[src/rtl/fxdiv_pkg.sv]
package fxdiv_pkg;

    typedef enum logic [1:0] {
        ST_IDLE,
        ST_RUN,
        ST_PACK,
        ST_HOLD
    } fxdiv_state_e;

    function automatic int pos_part(input int v);
        return (v > 0) ? v : 0;
    endfunction

endpackage

[src/rtl/fxdiv_align.sv]
module fxdiv_align #(
    parameter bit X_SIGNED = 1'b1,
    parameter int X_WL     = 16,
    parameter bit Y_SIGNED = 1'b1,
    parameter int Y_WL     = 16,
    parameter int LS       = 8,
    parameter int RS       = 0,
    parameter int NW       = X_WL + LS,
    parameter int DW       = Y_WL + RS
) (
    input  logic [X_WL-1:0] x,
    input  logic [Y_WL-1:0] y,
    output logic [NW-1:0]   num,
    output logic [DW-1:0]   den,
    output logic            q_neg,
    output logic            x_neg,
    output logic            y_zero
);
    logic            y_neg;
    logic [X_WL-1:0] x_mag;
    logic [Y_WL-1:0] y_mag;

    always_comb begin
        x_neg  = X_SIGNED && x[X_WL-1];
        y_neg  = Y_SIGNED && y[Y_WL-1];
        x_mag  = x_neg ? (~x + 1'b1) : x;
        y_mag  = y_neg ? (~y + 1'b1) : y;
        num    = NW'(x_mag) << LS;
        den    = DW'(y_mag) << RS;
        q_neg  = x_neg ^ y_neg;
        y_zero = (y == '0);
    end

endmodule

[src/rtl/fxdiv_core.sv]
module fxdiv_core #(
    parameter int NW = 24,
    parameter int DW = 16
) (
    input  logic          clk,
    input  logic          load,
    input  logic          step,
    input  logic [NW-1:0] num,
    input  logic [DW-1:0] den,
    output logic [NW-1:0] quo
);
    logic [DW:0]   rem_q;
    logic [DW-1:0] den_q;
    logic [NW-1:0] shf_q;
    logic [DW:0]   trial;
    logic          fits;

    always_comb begin
        trial = {rem_q[DW-1:0], shf_q[NW-1]};
        fits  = (trial >= {1'b0, den_q});
    end

    always_ff @(posedge clk) begin
        if (load) begin
            rem_q <= '0;
            den_q <= den;
            shf_q <= num;
        end else if (step) begin
            rem_q <= fits ? (trial - {1'b0, den_q}) : trial;
            shf_q <= {shf_q[NW-2:0], fits};
        end
    end

    assign quo = shf_q;


    rem_below_den_chk: assert property (@(posedge clk)
        (step && !load && den_q != '0) |=> (rem_q < {1'b0, den_q}));

endmodule

[src/rtl/fxdiv_pack.sv]
module fxdiv_pack #(
    parameter bit Q_SIGNED = 1'b1,
    parameter int Q_WL     = 16,
    parameter int NW       = 24
) (
    input  logic [NW-1:0]   mag,
    input  logic            q_neg,
    input  logic            x_neg,
    input  logic            y_zero,
    input  logic            sat,
    output logic [Q_WL-1:0] q,
    output logic            ovf
);
    localparam int CW = ((NW > Q_WL) ? NW : Q_WL) + 1;
    localparam logic [CW-1:0] POS_LIM = Q_SIGNED ? ((CW'(1) << (Q_WL-1)) - CW'(1))
                                                 : ((CW'(1) << Q_WL) - CW'(1));
    localparam logic [CW-1:0] NEG_LIM = Q_SIGNED ? (CW'(1) << (Q_WL-1)) : '0;
    localparam logic [Q_WL-1:0] QMAX = Q_SIGNED ? {1'b0, {(Q_WL-1){1'b1}}} : '1;
    localparam logic [Q_WL-1:0] QMIN = Q_SIGNED ? {1'b1, {(Q_WL-1){1'b0}}} : '0;

    logic [CW-1:0]   magx;
    logic            neg_res;
    logic            range_bad;
    logic [Q_WL-1:0] wrapped;

    always_comb begin
        magx      = CW'(mag);
        neg_res   = q_neg && (mag != '0);
        range_bad = neg_res ? (magx > NEG_LIM) : (magx > POS_LIM);
        wrapped   = neg_res ? (~magx[Q_WL-1:0] + 1'b1) : magx[Q_WL-1:0];
        ovf       = y_zero || range_bad;
        if (y_zero)
            q = sat ? (x_neg ? QMIN : QMAX) : '0;
        else if (range_bad && sat)
            q = neg_res ? QMIN : QMAX;
        else
            q = wrapped;
    end

endmodule

[src/rtl/fxdiv.sv]
module fxdiv #(
    parameter bit X_SIGNED = 1'b1,
    parameter int X_WL     = 16,
    parameter int X_IWL    = 8,
    parameter bit Y_SIGNED = 1'b1,
    parameter int Y_WL     = 16,
    parameter int Y_IWL    = 8,
    parameter bit Q_SIGNED = 1'b1,
    parameter int Q_WL     = 16,
    parameter int Q_IWL    = 8
) (
    input  logic            clk,
    input  logic            rst,
    input  logic            in_valid,
    output logic            in_ready,
    input  logic [X_WL-1:0] x_in,
    input  logic [Y_WL-1:0] y_in,
    input  logic            sat_mode,
    output logic            out_valid,
    input  logic            out_ready,
    output logic [Q_WL-1:0] q_out,
    output logic            ovf_out
);
    import fxdiv_pkg::*;

    localparam int XF   = X_WL - X_IWL;
    localparam int YF   = Y_WL - Y_IWL;
    localparam int QF   = Q_WL - Q_IWL;
    localparam int SH   = QF + YF - XF;
    localparam int LS   = pos_part(SH);
    localparam int RS   = pos_part(-SH);
    localparam int NW   = X_WL + LS;
    localparam int DW   = Y_WL + RS;
    localparam int CNTW = $clog2(NW + 1);
    localparam logic [Q_WL-1:0] QMAX = Q_SIGNED ? {1'b0, {(Q_WL-1){1'b1}}} : '1;
    localparam logic [Q_WL-1:0] QMIN = Q_SIGNED ? {1'b1, {(Q_WL-1){1'b0}}} : '0;

    fxdiv_state_e state_q, state_d;

    logic [NW-1:0]   al_num, quo;
    logic [DW-1:0]   al_den;
    logic            al_qneg, al_xneg, al_yzero;
    logic            qneg_q, xneg_q, yzero_q, sat_q;
    logic [CNTW-1:0] cnt_q;
    logic            take, load, step, last;
    logic [Q_WL-1:0] pk_q, q_q;
    logic            pk_ovf, ovf_q;

    fxdiv_align #(
        .X_SIGNED(X_SIGNED), .X_WL(X_WL),
        .Y_SIGNED(Y_SIGNED), .Y_WL(Y_WL),
        .LS(LS), .RS(RS), .NW(NW), .DW(DW)
    ) u_align (
        .x(x_in), .y(y_in), .num(al_num), .den(al_den),
        .q_neg(al_qneg), .x_neg(al_xneg), .y_zero(al_yzero)
    );

    fxdiv_core #(.NW(NW), .DW(DW)) u_core (
        .clk(clk), .load(load), .step(step),
        .num(al_num), .den(al_den), .quo(quo)
    );

    fxdiv_pack #(.Q_SIGNED(Q_SIGNED), .Q_WL(Q_WL), .NW(NW)) u_pack (
        .mag(quo), .q_neg(qneg_q), .x_neg(xneg_q), .y_zero(yzero_q),
        .sat(sat_q), .q(pk_q), .ovf(pk_ovf)
    );

    // state register
    always_ff @(posedge clk) begin
        if (rst) state_q <= ST_IDLE;
        else     state_q <= state_d;
    end

    // next-state logic
    always_comb begin
        state_d = state_q;
        unique case (state_q)
            ST_IDLE: if (take)      state_d = al_yzero ? ST_PACK : ST_RUN;
            ST_RUN:  if (last)      state_d = ST_PACK;
            ST_PACK:                state_d = ST_HOLD;
            ST_HOLD: if (out_ready) state_d = ST_IDLE;
            default:                state_d = ST_IDLE;
        endcase
    end

    // outputs and datapath controls
    always_comb begin
        in_ready  = 1'b0;
        out_valid = 1'b0;
        step      = 1'b0;
        unique case (state_q)
            ST_IDLE: in_ready  = 1'b1;
            ST_RUN:  step      = 1'b1;
            ST_PACK: ;
            ST_HOLD: out_valid = 1'b1;
            default: ;
        endcase
        take = in_ready && in_valid;
        load = take;
        last = step && (cnt_q == CNTW'(NW - 1));
    end

    always_ff @(posedge clk) begin
        if (rst) begin
            cnt_q <= '0;
            ovf_q <= 1'b0;
            q_q   <= '0;
        end else begin
            if (take) begin
                qneg_q  <= al_qneg;
                xneg_q  <= al_xneg;
                yzero_q <= al_yzero;
                sat_q   <= sat_mode;
                cnt_q   <= '0;
            end else if (step) begin
                cnt_q   <= cnt_q + 1'b1;
            end
            if (state_q == ST_PACK) begin
                q_q   <= pk_q;
                ovf_q <= pk_ovf;
            end
        end
    end

    assign q_out   = q_q;
    assign ovf_out = ovf_q;


    reset_state_chk: assert property (@(posedge clk)
        $past(rst) |-> (in_ready && !out_valid && !ovf_out));


    busy_after_take_chk: assert property (@(posedge clk) disable iff (rst)
        (in_valid && in_ready) |=> !in_ready);


    hold_stable_chk: assert property (@(posedge clk) disable iff (rst)
        (out_valid && !out_ready) |=> (out_valid && $stable(q_out) && $stable(ovf_out)));


    div_zero_ovf_chk: assert property (@(posedge clk) disable iff (rst)
        (out_valid && yzero_q) |-> ovf_out);


    sat_limit_chk: assert property (@(posedge clk) disable iff (rst)
        (out_valid && ovf_out && sat_q) |-> (q_out == QMAX || q_out == QMIN));

endmodule

[config.mk]
export PLATFORM = sky130hd
export DESIGN_NAME = fxdiv
export DESIGN_NICKNAME = d
export VERILOG_FILES = /design/src/rtl/fxdiv_pkg.sv /design/src/rtl/fxdiv_align.sv /design/src/rtl/fxdiv_core.sv /design/src/rtl/fxdiv_pack.sv /design/src/rtl/fxdiv.sv
export SDC_FILE = /design/constraint.sdc
export NUM_CORES = 1
export LEC_CHECK = 0
export BUFFER_PORTS_ARGS = -buffer_cell sky130_fd_sc_hd__buf_2
export CORE_MARGIN = 2
export CORE_UTILIZATION = 58
export CTS_CLUSTER_DIAMETER = 40
export CTS_CLUSTER_SIZE = 40
export DETAILED_ROUTE_END_ITERATION = 12
export PLACE_DENSITY = 0.87
export SLEW_MARGIN = 10
export SYNTH_ARGS = -nofsm -noshare
export SYNTH_HDL_FRONTEND = slang
export SYNTH_SLANG_ARGS = --single-unit
export TNS_END_PERCENT = 5
[constraint.sdc]
create_clock -name clk -period 6 [get_ports clk]
set_input_delay 0 -clock clk [delete_from_list [all_inputs] [get_ports clk]]
set_output_delay 0 -clock clk [all_outputs]
set_load 0.1 [all_outputs]
* Word-level counts from Yosys, hierarchy flattened
Index checks and enable logic that the tools add are counted.
Cells by class: add/subtract/negate cells 5, $lt $le $gt $ge 3, equal/unequal tests 7, multiplexer cells 20, bitwise gates (word level) 5, reductions and logical operators 12
Operators by type and width (count):
- $mux 16 | 8
- $add 16x1->16 const B | 3
- $mux 24 | 2
- $not 16->16 | 3
- $gt 24x15->1 const B | 1
- $gt 24x16->1 const B | 1
- $reduce_bool 24->1 | 1
- $ge 17x16->1 | 1
- $logic_not 16->1 | 1
- $sub 16x16->16 | 1
- $mux 15 | 1
- $mux 2 | 4
- $pmux 2 s4 | 1
- $ne 2x2->1 const B | 3
- $add 5x1->5 const B | 1
- $eq 5x5->1 const B | 1
- $eq 2x2->1 const B | 2
- $logic_and 1x1->1 | 4
- $mux 1 | 4
- $reduce_and 3->1 | 1
- $eq 2x1->1 const B | 1
- $logic_not 2->1 | 1
- $reduce_and 2->1 | 1
- $reduce_bool 2->1 | 1
- 4 further kinds | 4
Word-level totals: register bits 84, bits of input ports 37, output and inout port bits 19, logic and storage cells 65

* Logic depth before layout (Yosys ltp)
depth in word-level cells 6, mapped depth 12, depth with buffers taken out 9

* By module
A second synthesis with hierarchy kept.
Second synthesis, totals: cell total of the unflattened synthesis 611, area, all modules 5764.3 um^2
By module, submodules not included:
- fxdiv_core | times used 1, cells each 281, area an instance 3119.2 um^2, seq. area each 1521.5 um^2
- fxdiv | times used 1, cells each 104, area an instance 1117.3 um^2, seq. area each 600.6 um^2
- fxdiv_pack | times used 1, cells each 120, area an instance 803.3 um^2, seq. area each 0.0 um^2
- fxdiv_align | times used 1, cells each 106, area an instance 724.4 um^2, seq. area each 0.0 um^2

* Least setup slack after synthesis
OpenSTA, ideal clock, no wires.
path kind reg-to-reg, start point register state_q[0], end point register u_core.den_q[0] (enable), setup time 0.387 ns, arrival 2.340 ns, data required time 5.613 ns, setup slack 3.274 ns, cell stages (with the launch flop) 6, buffers on the path 1, period minus slack after synthesis 2.726 ns, path through dfxtp_1 -> inv_1 -> ha_1 -> nand2_1 -> inv_1 -> buf_1
Between the ends: word-level cells in the longest chain between the ends 3
Ends and longest elaborated chain:
- start, declared | line fxdiv.sv:38 | fxdiv_state_e state_q, state_d;
- start signal, assigned | line fxdiv.sv:71 | else state_q <= state_d;
- $logic_not 2->1 | line fxdiv.sv:91 | unique case (state_q)
- $mux 1 | line fxdiv.sv:91
- net in_ready | line fxdiv.sv:15 | output logic in_ready,
- $logic_and 1x1->1 | line fxdiv.sv:98 | take = in_ready && in_valid;
- net load | line fxdiv.sv:45 | logic take, load, step, last;
- end signal, assigned | line fxdiv_core.sv:26 | den_q <= den;
- end, declared | line fxdiv_core.sv:13 | logic [DW-1:0] den_q;
The timed path passes the listed nets, and every way through them passes these cells. A chain may end at the register's enable or synchronous reset.

* Worst setup path in the final report
start point register state_q[1], end point register u_core.shf_q[17] (netlist: u_core.quo[17]) (enable)
Between the ends: word-level cells in the longest chain between the ends 4, elaborated cells between the ends (all ways) 6, classes of those cells eq/ne (1); mux (2); reduce/logical (3)
Ends and longest elaborated chain:
- $logic_not 2->1 | line fxdiv.sv:91
- $mux 1 | line fxdiv.sv:91
- $logic_and 1x1->1 | line fxdiv.sv:98
- $reduce_bool 2->1 (no source line) *
- end signal, assigned | line fxdiv_core.sv:27 | shf_q <= num;
- end signal, assigned | line fxdiv_core.sv:30 | shf_q <= {shf_q[NW-2:0], fits};
- end, declared | line fxdiv_core.sv:14 | logic [NW-1:0] shf_q;
Mark *: on every way between the ends. The rest lies on a longest branch, timed or not.

==> metrics.csv <==
metric,value,unit
outcome,"finished, final reports clean",
Final Cell Area,6261,um2
CP max FO,49,
synthesis-to-layout area growth,11.20,%
top area cells in the synthesized netlist,"edfxtp_1 (19%), dfxtp_1 (17%), o21ai_0 (5.7%), ha_1 (5.3%), a21oi_1 (4.2%)",
# fillers,762,
IO Pins,56,
routability cong.,0.9979,
CTS resizes,0,
Tcrit/Tclk final,0.4941,
PortBufs,55,
"Cell Count, Final, Fillers Out",835,
Hold WC Path Type,primary input to register,
"Distinct cells, synth",73,
setup TNS,0,ns
placed inst area,5939,um2
"FF+latch count, synth",84,
"count leader, synth",o21ai_0,
average routed wire per standard cell,17.18,um
CP max stage cell,inv_1,
vias in the first global route,4826,
Post-synth EDFFs,36,
antenna violations before repair,0,
CTS tree,built,
share of total power in the clock network,0.136,
Synth Instances,654,
drt first-iter violations,488,
Slew @ Worst Pin,1.138,ns
Tot Pwr,2867,uW
crit path cell chain,inv_1 > ha_1 > nand2_1 > buf_4 > inv_1 > nor2_1 > inv_1,
row count,35,
Worst Hold End,u_core.den_q[1]$_DFFE_PP_,
CP Buf/Inv Count,4,
"FFs w/ async S/R, synth",0,
Worst-path clk slew,0.09,ns
Max Cap Violations,0,
via count,5277,
endpoints failing setup,0,
initial core utilization,0.6036,
Top Usage Layer GRT,met2,
met3 Use GR,0.03797,
"Seq/Total Area, Yosys",0.3627,
TritonRoute pass-1 iters,5,
clk sinks,84,
fin nets,763,
drc violations,0,
R2R Path Start,state_q[1]$_SDFFE_PP0P_,
Worst EP required,6.00,ns
net count after synthesis,716,
fin crit period,2.965,ns
cell type group with the largest total delay on the critical path,buffers and inverters,
ANT nets after route,0,
Flop pwr share,0.326,
critical path class,register to register,
final slew viol count,0,
GRT met2 Usage,0.4595,
total core area,9328,um2
grt ovf,0,
share of cells above drive strength 1,0.1416,
Post-CTS Setup Bufs,0,
Psw,1384,uW
internal power,1483,uW
"Clk Latency, worst-skew pair",0.37,ns
total wire length,14340,um
diodes inserted,0,
Die Ht,102.5,um
first-pass GRT wire length,23220,um
Root Driver,clkbuf_8,
"Warnings, synthesis",0,
Synth area leader,edfxtp_1,
reg2reg setup slack,3.04,ns
WP data arrival,2.97,ns
Worst Reg2Reg Path Length in Cells,7,
startpoint types,register,
Synth top area share,0.1920,
Die W,102.5,um
top_reg_cell synth,dfxtp_1,
Mapped Avg Cell Area,8.609,um2
final hold violations,0,
Gate power share,0.539,
maximum vdd drop,0.2125,mV
fin util,0.6712,
dpl hpwl,10240,um
"Cell Area, Synth",5630,um2
# hold bufs at CTS,14,
Pleak,0.002446,uW
Crit. End Element,register,
htree depth,3,
die area,10510,um2
CTS max path bufs,2,
TritonCTS Buffers,9,
DR vias/cell,6.320,
fmax,337.3,MHz
Clock Skew,0.01390,ns
Worst path most repeated cell,inv_1,
PD cells,458.0,nW/um2
"slowest stage delay, CP",0.81,ns
hold wc startpoint,y_in[1],
RSZ-0062 raised after global routing,no,
sw frac,0.4827,
pin count of the biggest net entering global routing,60,
Rel. slew slack,0.2415,
cell total after placement,805,
Hold Path Stages,3,
Post-synth top cells,"o21ai_0 (64), nor2_1 (49), dfxtp_1 (48)",
Total GRT Usage,0.2793,
met1 usage,0.3844,
R2R Path End,u_core.quo[17]$_DFFE_PP_,
metrics by stage:
step / hold slack [ns] / setup WS (ns)
after floorplan: 0.09887 / 3.274
after global placement: 0.1772 / 3.167
after detailed placement: 0.1815 / 3.014
after CTS: 0.001734 / 2.997
after global routing: 0.02216 / 2.668
final: 0.01743 / 3.035
cells by family after synthesis:
kind of cell    after synthesis  share of synthesized area
buf+inv                      72                    0.05178
simple gates                206                     0.1951
fa+ha+maj                    25                    0.05689
xor+xnor                     38                    0.05911
mux                          11                    0.01978
compound gates              218                     0.2547
flops                        84                     0.3627
registers in the layout, indices dropped and copies added (netlist names):
name          count
qneg_q            1
q_out            16
cnt_q             5
u_core.rem_q     16
u_core.quo       24
u_core.den_q     16
ovf_out           1
state_q           2
xneg_q            1
sat_q             1
yzero_q           1
worst max-delay path by stage:
stage,end,start,depth (start not counted),slack (ns)
floorplan,u_core.den_q[0]$_DFFE_PP_,state_q[0]$_SDFFE_PP0P_,5,3.27
global placement,u_core.quo[10]$_DFFE_PP_,state_q[0]$_SDFFE_PP0P_,7,3.17
detailed placement,u_core.quo[8]$_DFFE_PP_,state_q[1]$_SDFFE_PP0P_,7,3.01
CTS,u_core.quo[17]$_DFFE_PP_,state_q[1]$_SDFFE_PP0P_,7,3.00
global route,u_core.quo[17]$_DFFE_PP_,state_q[1]$_SDFFE_PP0P_,7,2.67
finish,u_core.quo[17]$_DFFE_PP_,state_q[1]$_SDFFE_PP0P_,7,3.04
final cells by class:
type                    count  area (um2)  share of cell area
clock buffers              10       137.6             0.02198
clock inverters             6       43.79            0.006994
inverters                  35       131.4             0.02098
multi-input cells         498        3299              0.5270
flip-flops and latches     84        2042              0.3261
well taps                 129       161.4             0.02578
repair buffers             73       445.4             0.07114
power groups by stage:
stage          combinational [uW]  clock [uW]  sequential, uW
2_1_floorplan                1100           0            1010
3_3_place_gp                 1450           0             927
3_5_place_dp                 1500           0             942
4_1_cts                      1520         389             929
5_1_grt                      1700         411             954
6_report                     1540         389             934
worst register-to-register path, delay by kind of cell, from the launching register on:
kind | cells | cell delay (ns)
flops | 1 | 0.35
simple gates | 2 | 0.31
buf+inv | 4 | 1.68
fa+ha+maj | 1 | 0.26
metal layers:
layer	vias to the layer above	share of wire
met3	20	0.076
met1	2482	0.44
met5	-	0
li1	2538	-
met2	237	0.47
met4	0	0.015
cells in the final DEF (no fill, tap or decap), types with 7 or more instances in the layout:
cell type	instances
a211oi_1	10
a21oi_1	47
a31oi_1	14
buf_2	55
clkbuf_8	10
dfxtp_1	48
dlygate4sd3_1	14
edfxtp_1	36
ha_1	23
inv_1	34
mux2i_1	10
nand2_1	36
nand2b_1	15
nand3_1	26
nor2_1	49
nor3_1	19
o21a_1	7
o21ai_0	64
o22ai_1	8
o31ai_1	10
o41ai_1	8
or3_1	7
or3b_2	9
xnor2_1	22
xor2_1	16
Power figures use the tool's default switching activity.
